### src/rtl/st_pkg.sv
package st_pkg;
    localparam int FLAG_N   = 4;
    localparam int FLG_PIT  = 0;
    localparam int FLG_WDOG = 1;
    localparam int FLG_INC  = 2;
    localparam int FLG_ALM  = 3;

    typedef enum logic [2:0] {
        ADR_PRESC  = 3'd0,
        ADR_ALARM  = 3'd1,
        ADR_PERIOD = 3'd2,
        ADR_COUNT  = 3'd3,
        ADR_STATUS = 3'd4,
        ADR_IEN    = 3'd5,
        ADR_IDIS   = 3'd6,
        ADR_MASK   = 3'd7
    } st_addr_e;
endpackage

### src/rtl/st_rtc.sv
module st_rtc #(
    parameter int CNT_W     = 20,
    parameter int TICK_W    = 16,
    parameter int PRESC_RST = 32768
) (
    input  logic              clk,
    input  logic              rst_n,
    input  logic              tick_i,
    input  logic              presc_we_i,
    input  logic              alarm_we_i,
    input  logic [CNT_W-1:0]  wdata_i,
    output logic [TICK_W-1:0] presc_o,
    output logic [CNT_W-1:0]  alarm_o,
    output logic [CNT_W-1:0]  cnt_o,
    output logic              inc_o,
    output logic              alm_o
);
    localparam logic [TICK_W-1:0] PRESC_INIT = TICK_W'(PRESC_RST);
    localparam logic [TICK_W-1:0] TICK_ONE   = TICK_W'(1);
    localparam logic [CNT_W-1:0]  CNT_ONE    = CNT_W'(1);

    typedef struct packed {
        logic [TICK_W-1:0] presc;
        logic [TICK_W-1:0] div;
        logic [CNT_W-1:0]  alarm;
        logic [CNT_W-1:0]  cnt;
    } rtc_t;

    rtc_t s_d, s_q;
    logic [TICK_W-1:0] div_last;
    logic [CNT_W-1:0]  cnt_next;

    always_comb begin
        s_d      = s_q;
        inc_o    = 1'b0;
        alm_o    = 1'b0;
        div_last = s_q.presc - TICK_ONE;   // 0 wraps to all ones: 2^TICK_W ticks
        cnt_next = s_q.cnt + CNT_ONE;
        if (presc_we_i) begin
            s_d.presc = wdata_i[TICK_W-1:0];
            s_d.div   = '0;
        end else if (tick_i) begin
            if (s_q.div == div_last) begin
                s_d.div = '0;
                s_d.cnt = cnt_next;
                inc_o   = 1'b1;
                alm_o   = (cnt_next == s_q.alarm);
            end else begin
                s_d.div = s_q.div + TICK_ONE;
            end
        end
        if (alarm_we_i) begin
            s_d.alarm = wdata_i;
        end
    end

    always_ff @(posedge clk or negedge rst_n) begin
        if (!rst_n) begin
            s_q <= '{presc: PRESC_INIT, div: '0, alarm: '0, cnt: '0};
        end else begin
            s_q <= s_d;
        end
    end

    assign presc_o = s_q.presc;
    assign alarm_o = s_q.alarm;
    assign cnt_o   = s_q.cnt;

    // an increment moves the counter by exactly one, modulo 2^CNT_W
    a_r1_step_wraps: assert property (@(posedge clk) disable iff (!rst_n)
        inc_o |=> (s_q.cnt == $past(s_q.cnt) + CNT_ONE));

    // without a tick pulse the counter holds
    a_r2_hold_no_tick: assert property (@(posedge clk) disable iff (!rst_n)
        !tick_i |=> (s_q.cnt == $past(s_q.cnt)));

    // an alarm event leaves the counter on the alarm value
    a_r4_match_value: assert property (@(posedge clk) disable iff (!rst_n)
        (alm_o && !alarm_we_i) |=> (s_q.cnt == s_q.alarm));
endmodule

### src/rtl/st_pit.sv
module st_pit #(
    parameter int TICK_W = 16
) (
    input  logic              clk,
    input  logic              rst_n,
    input  logic              tick_i,
    input  logic              period_we_i,
    input  logic [TICK_W-1:0] wdata_i,
    output logic [TICK_W-1:0] period_o,
    output logic              pit_o
);
    localparam logic [TICK_W-1:0] TICK_ONE = TICK_W'(1);

    typedef struct packed {
        logic [TICK_W-1:0] period;
        logic [TICK_W-1:0] cnt;
    } pit_t;

    pit_t s_d, s_q;
    logic [TICK_W-1:0] cnt_last;

    always_comb begin
        s_d      = s_q;
        pit_o    = 1'b0;
        cnt_last = s_q.period - TICK_ONE;
        if (period_we_i) begin
            s_d.period = wdata_i;
            s_d.cnt    = '0;
        end else if (tick_i && (s_q.period != '0)) begin
            if (s_q.cnt == cnt_last) begin
                s_d.cnt = '0;
                pit_o   = 1'b1;
            end else begin
                s_d.cnt = s_q.cnt + TICK_ONE;
            end
        end
    end

    always_ff @(posedge clk or negedge rst_n) begin
        if (!rst_n) begin
            s_q <= '{period: '0, cnt: '0};
        end else begin
            s_q <= s_d;
        end
    end

    assign period_o = s_q.period;

    // a zero period never yields an interval event
    a_r5_zero_off: assert property (@(posedge clk) disable iff (!rst_n)
        (s_q.period == '0) |-> !pit_o);

    // writing the period restarts the interval count
    a_r5_restart: assert property (@(posedge clk) disable iff (!rst_n)
        period_we_i |=> (s_q.cnt == '0));

    // the count never reaches the period
    a_r5_in_range: assert property (@(posedge clk) disable iff (!rst_n)
        (s_q.period != '0) |-> (s_q.cnt < s_q.period));
endmodule

### src/rtl/st_evt.sv
module st_evt #(
    parameter int FLAG_N = 4
) (
    input  logic              clk,
    input  logic              rst_n,
    input  logic [FLAG_N-1:0] evt_i,
    input  logic              clr_i,
    input  logic              ien_we_i,
    input  logic              idis_we_i,
    input  logic [FLAG_N-1:0] bits_i,
    output logic [FLAG_N-1:0] flags_o,
    output logic [FLAG_N-1:0] mask_o,
    output logic              irq_o
);
    typedef struct packed {
        logic [FLAG_N-1:0] flags;
        logic [FLAG_N-1:0] mask;
    } evt_t;

    evt_t s_d, s_q;

    always_comb begin
        s_d       = s_q;
        s_d.flags = (clr_i ? '0 : s_q.flags) | evt_i;
        if (ien_we_i) begin
            s_d.mask = s_d.mask | bits_i;
        end
        if (idis_we_i) begin
            s_d.mask = s_d.mask & ~bits_i;
        end
    end

    always_ff @(posedge clk or negedge rst_n) begin
        if (!rst_n) begin
            s_q <= '{flags: '0, mask: '0};
        end else begin
            s_q <= s_d;
        end
    end

    assign flags_o = s_q.flags;
    assign mask_o  = s_q.mask;
    assign irq_o   = |(s_q.flags & s_q.mask);

    // an event coinciding with a status read survives the clear
    a_r7_keep_event: assert property (@(posedge clk) disable iff (!rst_n)
        (clr_i && (evt_i != '0)) |=> ((s_q.flags & $past(evt_i)) == $past(evt_i)));

    // a read with no new event leaves the status empty
    a_r7_clear: assert property (@(posedge clk) disable iff (!rst_n)
        (clr_i && (evt_i == '0)) |=> (s_q.flags == '0));

    // enable writes set the chosen mask bits
    a_r8_set: assert property (@(posedge clk) disable iff (!rst_n)
        (ien_we_i && !idis_we_i) |=> ((s_q.mask & $past(bits_i)) == $past(bits_i)));

    // disable writes clear the chosen mask bits
    a_r8_clear: assert property (@(posedge clk) disable iff (!rst_n)
        idis_we_i |=> ((s_q.mask & $past(bits_i)) == '0));
endmodule

### src/rtl/slow_tick_timer.sv
module slow_tick_timer #(
    parameter int CNT_W     = 20,
    parameter int TICK_W    = 16,
    parameter int PRESC_RST = 32768
) (
    input  logic             clk,
    input  logic             rst_n,
    input  logic             tick_i,
    input  logic             wdog_ovf_i,
    input  logic             reg_we,
    input  logic             reg_re,
    input  logic [2:0]       reg_addr,
    input  logic [CNT_W-1:0] reg_wdata,
    output logic [CNT_W-1:0] reg_rdata,
    output logic             irq_o
);
    import st_pkg::*;

    st_addr_e adr;
    logic presc_we, alarm_we, period_we, ien_we, idis_we, stat_rd;
    logic [TICK_W-1:0] presc, period;
    logic [CNT_W-1:0]  alarm, cnt;
    logic inc_evt, alm_evt, pit_evt;
    logic [FLAG_N-1:0] evt, flags, mask;

    assign adr = st_addr_e'(reg_addr);

    always_comb begin
        presc_we  = reg_we && (adr == ADR_PRESC);
        alarm_we  = reg_we && (adr == ADR_ALARM);
        period_we = reg_we && (adr == ADR_PERIOD);
        ien_we    = reg_we && (adr == ADR_IEN);
        idis_we   = reg_we && (adr == ADR_IDIS);
        stat_rd   = reg_re && (adr == ADR_STATUS);
    end

    st_rtc #(.CNT_W(CNT_W), .TICK_W(TICK_W), .PRESC_RST(PRESC_RST)) rtc_i (
        .clk(clk), .rst_n(rst_n), .tick_i(tick_i),
        .presc_we_i(presc_we), .alarm_we_i(alarm_we), .wdata_i(reg_wdata),
        .presc_o(presc), .alarm_o(alarm), .cnt_o(cnt),
        .inc_o(inc_evt), .alm_o(alm_evt)
    );

    st_pit #(.TICK_W(TICK_W)) pit_i (
        .clk(clk), .rst_n(rst_n), .tick_i(tick_i),
        .period_we_i(period_we), .wdata_i(reg_wdata[TICK_W-1:0]),
        .period_o(period), .pit_o(pit_evt)
    );

    always_comb begin
        evt           = '0;
        evt[FLG_PIT]  = pit_evt;
        evt[FLG_WDOG] = wdog_ovf_i;
        evt[FLG_INC]  = inc_evt;
        evt[FLG_ALM]  = alm_evt;
    end

    st_evt #(.FLAG_N(FLAG_N)) evt_i (
        .clk(clk), .rst_n(rst_n), .evt_i(evt), .clr_i(stat_rd),
        .ien_we_i(ien_we), .idis_we_i(idis_we), .bits_i(reg_wdata[FLAG_N-1:0]),
        .flags_o(flags), .mask_o(mask), .irq_o(irq_o)
    );

    always_comb begin
        case (adr)
            ADR_PRESC:  reg_rdata = CNT_W'(presc);
            ADR_ALARM:  reg_rdata = alarm;
            ADR_PERIOD: reg_rdata = CNT_W'(period);
            ADR_COUNT:  reg_rdata = cnt;
            ADR_STATUS: reg_rdata = CNT_W'(flags);
            ADR_MASK:   reg_rdata = CNT_W'(mask);
            default:    reg_rdata = '0;
        endcase
    end

    // interrupt is held while an enabled flag remains and no read clears it
    a_r9_level_hold: assert property (@(posedge clk) disable iff (!rst_n)
        (irq_o && !stat_rd && !idis_we) |=> irq_o);

    // every counter increment leaves its flag set
    a_r6_inc_flag: assert property (@(posedge clk) disable iff (!rst_n)
        inc_evt |=> flags[FLG_INC]);
endmodule

### config.mk
export PLATFORM = sky130hd
export DESIGN_NAME = slow_tick_timer
export DESIGN_NICKNAME = d
export VERILOG_FILES = /design/src/rtl/st_pkg.sv /design/src/rtl/st_rtc.sv /design/src/rtl/st_pit.sv /design/src/rtl/st_evt.sv /design/src/rtl/slow_tick_timer.sv
export SDC_FILE = /design/constraint.sdc
export NUM_CORES = 1
export LEC_CHECK = 0
export ABC_AREA = 0
export BUFFER_PORTS_ARGS = -buffer_cell sky130_fd_sc_hd__buf_4
export CELL_PAD_IN_SITES_DETAIL_PLACEMENT = 1
export CELL_PAD_IN_SITES_GLOBAL_PLACEMENT = 1
export CORE_MARGIN = 8
export CORE_UTILIZATION = 36
export CTS_CLUSTER_DIAMETER = 200
export DETAILED_ROUTE_END_ITERATION = 6
export GPL_ROUTABILITY_DRIVEN = 1
export PLACE_DENSITY_LB_ADDON = 0.1
export SYNTH_ARGS = -nofsm -noshare
export SYNTH_HDL_FRONTEND = slang
export SYNTH_SLANG_ARGS = --single-unit
### constraint.sdc
create_clock -name clk -period 3.3 [get_ports clk]
set_clock_uncertainty 0.2 [all_clocks]
set_input_delay 0 -clock clk [delete_from_list [all_inputs] [get_ports clk]]
set_output_delay 0 -clock clk [all_outputs]
set_load 0.005 [all_outputs]
==> results.sh, run 1 <==
export IMPL_place_congestion=0.899
export IMPL_tightestPinTransition_ns=0.774
export IMPL_swShare_pct=37.1
export IMPL_synth_cell_types=70
export IMPL_setup_violations_final=0
export IMPL_ys_seq_elements=112
export IMPL_finalCriticalPeriod_ns=3.18
export IMPL_syn_area_per_cell_um2=9.28
export IMPL_grt_pass1_vias=7204
export IMPL_p_int_w=0.00280
export IMPL_ys_top_cells_by_area="dfrtp_1, xor2_1, xnor2_1, mux2_2, nand2_1"
export IMPL_area_delta_synth_final_pct=18.4
export IMPL_p_sw_w=0.00165
export IMPL_io_buffers=49
export IMPL_rows=52
export IMPL_firstDrtPassIters=5
export IMPL_pwr_share_seq_pct=43.2
export IMPL_die_h_um=160
export IMPL_clockBufferDepth=2
export IMPL_drive_above_1_share_pct=20.1
export IMPL_min_period_over_period_pct=96.4
export IMPL_dr_first_iter_drc_count=342
export IMPL_syn_nets=842
export IMPL_worstSetupStartpointType="register"
export IMPL_pwr_share_comb_pct=30.5
export IMPL_htree_levels=3
export IMPL_path_max_fanout=8
export IMPL_power_density_nw_per_um2=502
export IMPL_fmax_mhz=314
export IMPL_power_leakage_nw=3.65
export IMPL_fillers=2313
export IMPL_async_flop_share_pct=100
export IMPL_grt_max_degree=58
export IMPL_syn_inst=807
export IMPL_max_slew_margin_pct=48.4
export IMPL_ant_nets=0
export IMPL_die_w_um=160
export IMPL_synth_top_cell_by_area="dfrtp_1"
export IMPL_cp_arrival_ns=3.23
export IMPL_floorplan_initialDensity_pct=36.9
export IMPL_cp_end_kind="register"
export IMPL_wl_per_cell_um=22.0
export IMPL_drv_cap=0
export IMPL_outcome="finished, final reports clean"
export IMPL_cts_tree="built"
export IMPL_fin_area_um2=8860
export IMPL_cts_buffers=9
export IMPL_synth_main_ff_cell="dfrtp_1"
export IMPL_yosysWarnings=0
export IMPL_grt_overflow_total=0
export IMPL_fin_cells=1143
export IMPL_cts_num_sinks=112
export IMPL_fin_ws_ns=0.120
export IMPL_worstPathRequired_ns=3.35
export IMPL_dieArea_um2=25700
export IMPL_synth_top_cell_area_share_pct=37.1
export IMPL_vias=6440
export IMPL_root_buffer="clkbuf_16"
export IMPL_hold_viol_final=0
export IMPL_crit_slowest_cell="or4_4"
export IMPL_path_cells="or4_4 > a2111oi_2 > a211oi_1 > a221oi_2 > nand4_1 > or4b_4 > mux2_4"
export IMPL_antenna_found_initial=1
export IMPL_insertion_delay_ns=0.37
export IMPL_synth_enable_flop_cells=0
export IMPL_place_area_um2=8220
export IMPL_viasPerCell=5.63
export IMPL_fin_nets=902
export IMPL_syn_area_um2=7490
export IMPL_track_usage_pct=19.8
export IMPL_hold_path_class="in2async"
export IMPL_maxSlewViolCount=0
export IMPL_vdd_ir_drop_max_uv=226
export IMPL_place_inst=1099
export IMPL_slowest_delay_ns=0.64
export IMPL_dpl_worst_slack_ns=-0.0260
export IMPL_postCtsSetupBuffers=0
export IMPL_clk_pin_slew_ns=0.08
export IMPL_crit_type="reg2reg"
export IMPL_core_area_um2=20300
export IMPL_hpwlAfterDp_um=19000
export IMPL_grt_first_pass_wirelength_um=40900
export IMPL_pin_count=50
export IMPL_ys_seq_area_share_pct=37.4
export IMPL_wl_um=25100
export IMPL_drc_errors=0
export IMPL_clock_power_share_pct=26.3
[synth_stat cells, types with 6 or more instances]
cell	count
a211oi_1	7
a21oi_1	15
a22oi_1	7
and2_1	8
and3_1	13
and4_1	6
buf_1	7
buf_2	7
clkbuf_1	45
dfrtp_1	111
ha_1	6
inv_1	11
mux2_2	37
mux2i_1	12
mux4_2	13
nand2_1	96
nand2b_1	9
nand3_1	25
nand3b_1	6
nand4_1	27
nor2_1	45
nor2b_1	22
nor3_1	30
nor4_1	18
o21ai_0	33
or3_1	6
xnor2_1	49
xor2_1	56
[worst max-delay path: cells and delay by family (launching register included)]
| family | cells | cell delay (ns) |
|---|---|---|
| AO/OA/AOI/OAI | 3 | 0.70 |
| flip-flops | 1 | 0.46 |
| AND/OR/NAND/NOR | 3 | 1.42 |
| multiplexers | 1 | 0.31 |
[power groups by stage]
stage                     Combinational [W]  Clock (W)  Sequential [W]
final                               0.00135    0.00117         0.00192
after global routing                0.00150    0.00125         0.00196
after global placement              0.00127          0         0.00193
after detailed placement            0.00130          0         0.00195
after CTS                           0.00134    0.00121         0.00192
after floorplan                    0.000949          0         0.00177
[state kept, by name, summed over array words and instances, names as in the netlist, named ones only]
signal and count:
rtc_i.alarm_o 20, rtc_i.cnt_o 20, rtc_i.presc_o 16, rtc_i.s_q 16, pit_i.s_q 16, pit_i.period_o 16
evt_i.flags_o 4
[routing by layer]
layer / vias up / routed length (µm) / track usage, % / share of wire, %
met2: 99 / 12400 / 34.0 / 49
li1: 3014 / - / - / -
met1: 3312 / 11400 / 25.5 / 45
met5: - / 0 / 0 / 0
met3: 15 / 1090 / 3.91 / 4.3
met4: 0 / 218 / 3.78 / 0.87
[cell type report]
type | instances | area, µm² | share of cell area [%]
tap | 270 | 338 | 3.81
antenna | 1 | 2.50 | 0.0282
clock inverter | 7 | 91.3 | 1.03
inverter | 11 | 41.3 | 0.466
multi-input combinational | 623 | 4460 | 50.3
clock buffer | 9 | 225 | 2.54
timing repair buffer | 110 | 906 | 10.2
sequential | 112 | 2810 | 31.6
[kinds of logic after synthesis]
family | synth area share (%)
flops | 37.4
xor+xnor | 12.3
buf+inv | 3.93
compound gates | 9.94
simple gates | 24.1
fa+ha+maj | 1.00
mux | 11.3
[final timing paths]
path / cells past startpoint / end / from / slack [ns]
worst min register to register: 2 / rtc_i.presc_o[15]$_DFFE_PN1P_ / rtc_i.presc_o[15]$_DFFE_PN1P_ / 0.31
worst max register to register: 7 / rtc_i.cnt_o[1]$_DFFE_PN0P_ / rtc_i.presc_o[1]$_DFFE_PN0P_ / 0.12
worst max-delay path: 7 / rtc_i.cnt_o[1]$_DFFE_PN0P_ / rtc_i.presc_o[1]$_DFFE_PN0P_ / 0.12
worst min-delay path: 2 / rtc_i.s_q[46]$_DFFE_PN0P_ / rst_n / 0.04
max in group asynchronous: 3 / rtc_i.presc_o[15]$_DFFE_PN1P_ / rst_n / 2.04
min in group clk: 6 / register / reg_addr[2] / 0.08
[layout by cell type (no fill, tap or decap), drive strengths merged, types with 7 or more instances in the layout]
cell type and instances:
o21ai 33, mux2i 12, mux4 13, nor2 45, nand2b 9, inv 15, and2 9, a211oi 7
nand3 25, a21oi 15, and3 13, nand2 96, nand4 27, xnor2 49, dfrtp 111, nor2b 22
buf 83, a22oi 7, xor2 56, mux2 38, nor3 30, clkbuf 9, dlygate4sd3 27, nor4 21
[per-stage QoR]
| step | setup TNS, ns | hold WS [ns] | power [W] | util, % |
|---|---|---|---|---|
| floorplan | 0 | -0.496 | 0.00272 | - |
| global placement | 0 | -0.0951 | 0.00320 | 40.5 |
| detailed placement | -0.0406 | -0.0846 | 0.00325 | 40.5 |
| CTS | 0 | 0.0622 | 0.00448 | 43.4 |
| global route | -0.0258 | 0.116 | 0.00471 | 43.7 |
| finish | 0 | 0.0413 | 0.00445 | 43.7 |
[repair_timing]
item | 4_1_cts | 5_1_grt
setup endpoints to repair | 3 | 15
hold endpoints to repair | 115 | 0
hold buffers | 27 | 0
gates resized for setup | 3 | 10
cloned | 0 | 0
pin swaps | 0 | 1
Power figures use the tool's default switching activity.
==> inputs of run 2 (changes only) <==
ABC_AREA = 1   (was 0)
==> run 2 against run 1 <==
Net effect:
- sequential share of layout area fell by 0.45 points
- count of clock-buffer cells in the layout rose by 1
- combinational power barely moved
- final area rose by 1.4%
- utilization fell by 0.90 points
- maximum frequency rose by 12%
- first-iteration DRC count rose by 33%
- worst setup slack improved by 0.33 ns
- final cell count rose by 29%
- critical path depth rose by 7
- synthesized area rose by 3.0%
- largest cell class unchanged
- largest power group unchanged
==> results.sh, run 2 <==
export IMPL_synth_cell_types=47
export IMPL_track_usage_pct=21.0
export IMPL_power_density_nw_per_um2=479
export IMPL_ys_seq_area_share_pct=36.3
export IMPL_synth_simple_gate_area_share_pct=34.8
export IMPL_antenna_found_initial=0
export IMPL_io_buffers=49
export IMPL_crit_type="reg2reg"
export IMPL_synth_enable_flop_cells=0
export IMPL_finalCriticalPeriod_ns=2.85
export IMPL_dr_first_iter_drc_count=455
export IMPL_wl_um=26800
export IMPL_pin_count=50
export IMPL_clockBufferDepth=2
export IMPL_min_period_over_period_pct=86.3
export IMPL_drc_errors=0
export IMPL_dieArea_um2=26400
export IMPL_worstPathRequired_ns=3.40
export IMPL_postCtsSetupBuffers=0
export IMPL_synth_top_cell_area_share_pct=36.0
export IMPL_place_congestion=0.878
export IMPL_yosysWarnings=0
export IMPL_synth_adder_area_share_pct=0.973
export IMPL_wl_per_cell_um=18.3
export IMPL_ys_seq_elements=112
export IMPL_ys_top_cells_by_area="dfrtp_1, nand2_1, inv_1, nor2_1, xor2_1"
export IMPL_die_w_um=162
export IMPL_synthXorXnorAreaFrac_pct=7.08
export IMPL_synth_main_ff_cell="dfrtp_1"
export IMPL_htree_levels=3
export IMPL_root_buffer="clkbuf_16"
export IMPL_vias=7480
export IMPL_cp_arrival_ns=2.95
export IMPL_drive_above_1_share_pct=12.1
export IMPL_worstSetupStartpointType="register"
export IMPL_viasPerCell=5.09
export IMPL_syn_inst=1119
export IMPL_maxSlewViolCount=0
export IMPL_synth_common_cells="nand2_1, inv_1, nor2_1"
export IMPL_synth_mux_area_fraction_pct=0
export IMPL_final_common_cell="nand2_1"
export IMPL_fmax_mhz=351
export IMPL_fin_util_pct=42.8
export IMPL_max_slew_margin_pct=55.2
export IMPL_area_delta_synth_final_pct=16.5
export IMPL_syn_area_um2=7720
export IMPL_fin_nets=1225
export IMPL_tightestPinTransition_ns=0.672
export IMPL_grt_pass1_vias=7816
export IMPL_rsz0062_at_grt="no"
export IMPL_insertion_delay_ns=0.36
export IMPL_grt_max_degree=113
export IMPL_ant_nets=0
export IMPL_rows=53
export IMPL_drv_cap=0
export IMPL_clk_pin_slew_ns=0.08
export IMPL_cts_num_sinks=112
export IMPL_outcome="finished, final reports clean"
export IMPL_mostFrequentLayoutCells="nand2_1, inv_1, nor2_1, dfrtp_1, o21ai_0"
export IMPL_hpwlAfterDp_um=20800
export IMPL_floorplan_initialDensity_pct=36.7
export IMPL_synth_top_family_by_area="simple AND/OR/NAND/NOR gates"
export IMPL_synth_compound_area_share_pct=11.8
export IMPL_syn_area_per_cell_um2=6.90
export IMPL_grt_overflow_total=0
export IMPL_diodes=0
export IMPL_hold_path_class="in2async"
export IMPL_power_leakage_nw=4.30
export IMPL_cp_end_kind="register"
export IMPL_hold_viol_final=0
export IMPL_core_area_um2=21000
export IMPL_grt_first_pass_wirelength_um=43500
export IMPL_firstDrtPassIters=4
export IMPL_cts_tree="built"
export IMPL_die_h_um=162
export IMPL_path_max_fanout=11
export IMPL_vdd_ir_drop_max_uv=294
export IMPL_synth_top_cell_by_area="dfrtp_1"
export IMPL_cts_buffers=9
export IMPL_yosysMostFrequentCell="nand2_1"
export IMPL_syn_nets=1154
export IMPL_setup_violations_final=0
export IMPL_final_setup_tns_ns=0
export IMPL_async_flop_share_pct=100
run 2: changes by cell type in the layout (fill, tap and decap cells not counted), moves of 14 or more:
cell     delta
nand2_1   +234
inv_1     +124
nor2_1     +70
nand3_1    +48
o21ai_0    +41
mux2_2     -37
xnor2_1    -34
buf_4      -23
nor3_1     -23
nor2b_1    -22
nand2_2    +14
run 2: worst max-delay path: stages, from the launching register on:
cell     delay (ns)
dfrtp_1        0.42
inv_1          0.22
ha_1           0.23
nand2_1        0.15
nor2_1         0.27
nand2_1        0.11
xor2_1         0.21
nand2_1        0.08
inv_1          0.05
nand2_1        0.05
nor2_1         0.11
nand2_1        0.26
nor2_1         0.27
nand2_1        0.08
nand2_1        0.07
run 2: layer usage:
layer	GRT usage, %	part of all wire (%)	wire (µm)
met4	5.51	1.5	414
met1	27.6	48	13000
met2	35.6	48	12900
met3	2.60	2.0	545
met5	0	0	0
run 2: repair_timing:
| item | CTS | global route |
|---|---|---|
| hold buffers | 32 | 0 |
| endpoints found under the hold margin | 175 | 0 |
| resized for setup | 0 | 0 |
run 2: per-stage QoR:
step	worst slack [ns]	instances	hold WS, ns	total power, W	cell area [µm²]
5_1_grt	0.147	1470	0.0901	0.00461	8990
6_report	0.451	1470	0.0355	0.00430	8990
4_1_cts	0.424	1470	0.0806	0.00436	8990
3_5_place_dp	0.450	1422	-0.0473	0.00318	8380
2_1_floorplan	1.10	1119	-0.496	0.00269	7720
3_3_place_gp	0.448	1422	-0.0536	0.00316	8380
run 2: cell type report:
| cell class | count | area, µm² |
|---|---|---|
| Clock inverter | 6 | 52.6 |
| Sequential cell | 112 | 2800 |
| Clock buffer | 10 | 239 |
| Tap cell | 275 | 344 |
| Timing Repair Buffer | 92 | 783 |
| Multi-Input combinational cell | 829 | 4220 |
| Inverter | 146 | 548 |
| Fill cell | 2674 | 12000 |
run 2: kinds of logic (layout without fill, tap and decap cells):
group	count (synthesis)	after routing
DFF	112	112
buffers and inverters	178	254
AOI/OAI and AO/OA	150	150
and+or+nand+nor	613	613
xor gates and xnor gates	60	60
adders and majority gates	6	6
run 2: where the power goes:
group	total, W	switching, W	internal, W
combinational	0.00135	0.000815	0.000531
sequential	0.00185	0.000285	0.00156
clock	0.00111	0.000568	0.000544
run 2: worst paths after layout:
check	start	end	slack, ns	cells after the start
hold / removal	rst_n	pit_i.s_q[2]$_DFFE_PN0P_	0.04	3
min in group clk	reg_we	rtc_i.alarm_o[13]$_DFFE_PN0P_	0.07	5
hold reg to reg	pit_i.period_o[1]$_DFFE_PN0P_	pit_i.period_o[1]$_DFFE_PN0P_	0.29	2
max in group asynchronous	rst_n	rtc_i.alarm_o[17]$_DFFE_PN0P_	2.34	3
setup reg to reg	pit_i.period_o[0]$_DFFE_PN0P_	evt_i.flags_o[0]$_DFF_PN0_	0.45	14
setup / recovery	pit_i.period_o[0]$_DFFE_PN0P_	evt_i.flags_o[0]$_DFF_PN0_	0.45	14
==> inputs of run 3 (changes only) <==
clock period = 3.2 ns   (was 3.3 ns; I/O delays follow)
==> run 3 against run 2 <==
Net effect:
- critical path depth decreased by 1
- critical endpoint is now evt_i.flags_o[3]$_DFF_PN0_
- final cell count unchanged
- largest power group unchanged
- power increased by 4.2%
- wire length increased by 1.5%
- combinational power increased by 4%
- non-clock buffer count unchanged
- sequential share of layout area about the same
- count of clock-buffer cells in the layout increased by 2
==> results.sh, run 3 (synthesized netlist as in run 2, its figures left out) <==
export IMPL_max_slew_margin_pct=55.4
export IMPL_firstDrtPassIters=5
export IMPL_r2r_end="evt_i.flags_o[3]$_DFF_PN0_"
export IMPL_power_leakage_nw=4.32
export IMPL_final_setup_tns_ns=0
export IMPL_ctsResizeCount=0
export IMPL_crit_slowest_cell="dfrtp_1"
export IMPL_setup_violations_final=0
export IMPL_dpl_worst_slack_ns=0.334
export IMPL_swShare_pct=38.2
export IMPL_cp_arrival_ns=2.99
export IMPL_drv_cap=0
export IMPL_crit_path_end="evt_i.flags_o[3]$_DFF_PN0_"
export IMPL_pwr_share_comb_pct=31.3
export IMPL_slowest_delay_ns=0.56
export IMPL_finalCriticalPeriod_ns=2.88
export IMPL_fillers=2695
export IMPL_floorplan_initialDensity_pct=36.7
export IMPL_cp_common_cell="nand2_1"
export IMPL_clk_pin_slew_ns=0.08
export IMPL_insertion_delay_ns=0.36
export IMPL_rows=53
export IMPL_dieArea_um2=26400
export IMPL_cts_num_sinks=112
export IMPL_antenna_found_initial=1
export IMPL_vdd_ir_drop_max_uv=256
export IMPL_fin_nets=1225
export IMPL_wl_per_cell_um=18.5
export IMPL_p_sw_w=0.00171
export IMPL_fin_cells=1470
export IMPL_cp_top_family="simple AND/OR/NAND/NOR gates"
export IMPL_hpwlAfterDp_um=21200
export IMPL_cts_tree="built"
export IMPL_hold_ws_ns=0.0651
export IMPL_path_max_fanout=8
export IMPL_path_cells="ha_1 > nand2_1 > nor2_2 > nand2_1 > nor2_1 > nand2_1 > nand3b_1 > nand2_1 > a21oi_1 > nand3b_1 > nor2_1 > nand3_1 > nand2_1"
export IMPL_fmax_mhz=347
export IMPL_diodes=0
export IMPL_r2r_start="rtc_i.cnt_o[0]$_DFFE_PN0P_"
export IMPL_vias=7520
export IMPL_die_w_um=162
export IMPL_power_density_nw_per_um2=499
export IMPL_dr_first_iter_drc_count=362
export IMPL_grt_pass1_vias=8019
export IMPL_worstPathRequired_ns=3.31
export IMPL_track_usage_pct=21.4
export IMPL_worstSetupStartpointType="register"
export IMPL_min_period_over_period_pct=90.0
export IMPL_pwr_share_seq_pct=42.5
export IMPL_root_buffer="clkbuf_16"
export IMPL_core_area_um2=21000
export IMPL_pin_count=50
export IMPL_cts_buffers=9
export IMPL_p_int_w=0.00277
export IMPL_die_h_um=162
export IMPL_clockBufferDepth=2
export IMPL_ant_nets=0
export IMPL_cp_depth=13
export IMPL_hold_viol_final=0
export IMPL_clock_power_share_pct=26.2
export IMPL_r2r_setup_slack_ns=0.32
export IMPL_grt_max_degree=77
export IMPL_hold_path_class="in2reg"
export IMPL_crit_type="reg2reg"
export IMPL_crit_start="rtc_i.cnt_o[0]$_DFFE_PN0P_"
export IMPL_final_common_cell="nand2_1"
export IMPL_fin_ws_ns=0.320
export IMPL_io_buffers=49
export IMPL_place_congestion=0.902
export IMPL_drc_errors=0
export IMPL_cp_end_kind="register"
export IMPL_drive_above_1_share_pct=11.9
export IMPL_wl_um=27200
export IMPL_maxSlewViolCount=0
export IMPL_htree_levels=3
export IMPL_place_inst=1422
export IMPL_rsz0062_at_grt="no"
export IMPL_area_delta_synth_final_pct=16.6
export IMPL_grt_overflow_total=0
export IMPL_viasPerCell=5.12
export IMPL_mostFrequentLayoutCells="nand2_1, inv_1, nor2_1, dfrtp_1, o21ai_0"
export IMPL_seq_area_um2=2800
export IMPL_grt_first_pass_wirelength_um=44400
export IMPL_fin_util_pct=42.8
export IMPL_multi_input_area_um2=4220
export IMPL_outcome="finished, final reports clean"
export IMPL_critPathBufInv=0
export IMPL_tightestPinTransition_ns=0.666
export IMPL_ff2ff_path_depth=13
[run 3: cell type report]
type / count / share of cell area, %
Multi-Input combinational cell: 829 / 46.9
Tap cell: 275 / 3.82
Sequential cell: 112 / 31.2
Clock inverter: 4 / 0.584
Clock buffer: 12 / 2.63
Inverter: 146 / 6.09
Timing Repair Buffer: 92 / 8.82
[run 3: what timing repair did]
item	CTS	global route
buffers inserted	0	0
hold buffers	32	0
hold endpoints to repair	174	0
[run 3: power by group through the flow]
stage | registers, W | logic (W) | clock network, W
after floorplan | 0.00181 | 0.000966 | 0
after global placement | 0.00193 | 0.00134 | 0
after detailed placement | 0.00193 | 0.00137 | 0
after CTS | 0.00190 | 0.00142 | 0.00122
after global routing | 0.00194 | 0.00161 | 0.00126
final | 0.00191 | 0.00140 | 0.00118
[run 3: stage by stage]
| stage | power [W] | area (µm²) |
|---|---|---|
| floorplan | 0.00278 | 7720 |
| global placement | 0.00327 | 8380 |
| detailed placement | 0.00330 | 8380 |
| CTS | 0.00454 | 9000 |
| global route | 0.00481 | 9000 |
| finish | 0.00449 | 9000 |
[run 3: routing by layer]
| metal | GRT usage, % | wire length [µm] | vias to the layer above |
|---|---|---|---|
| met1 | 27.5 | 12600 | 3650 |
| met5 | 0 | 0 | - |
| met4 | 6.65 | 674 | 0 |
| met2 | 36.4 | 13100 | 103 |
| li1 | - | - | 3727 |
| met3 | 3.34 | 856 | 40 |
[run 3: worst min-delay path by stage]
stage / start / endpoint / cells past startpoint
after floorplan: rst_n / asynchronous set/reset pin / 0
after global placement: rst_n / pit_i.s_q[1]$_DFFE_PN0P_ / 1
after detailed placement: rst_n / pit_i.s_q[1]$_DFFE_PN0P_ / 1
after CTS: reg_we / rtc_i.s_q[48]$_DFFE_PN0P_ / 6
after global routing: reg_we / rtc_i.s_q[46]$_DFFE_PN0P_ / 6
final: reg_we / rtc_i.s_q[48]$_DFFE_PN0P_ / 6
[run 3: worst reg2reg max path, delay by kind of cell, from the launching register on]
family | cells | cell delay, ns
and+or+nand+nor | 11 | 1.53
DFF | 1 | 0.56
AOI/OAI and AO/OA | 1 | 0.25
adders and majority gates | 1 | 0.27
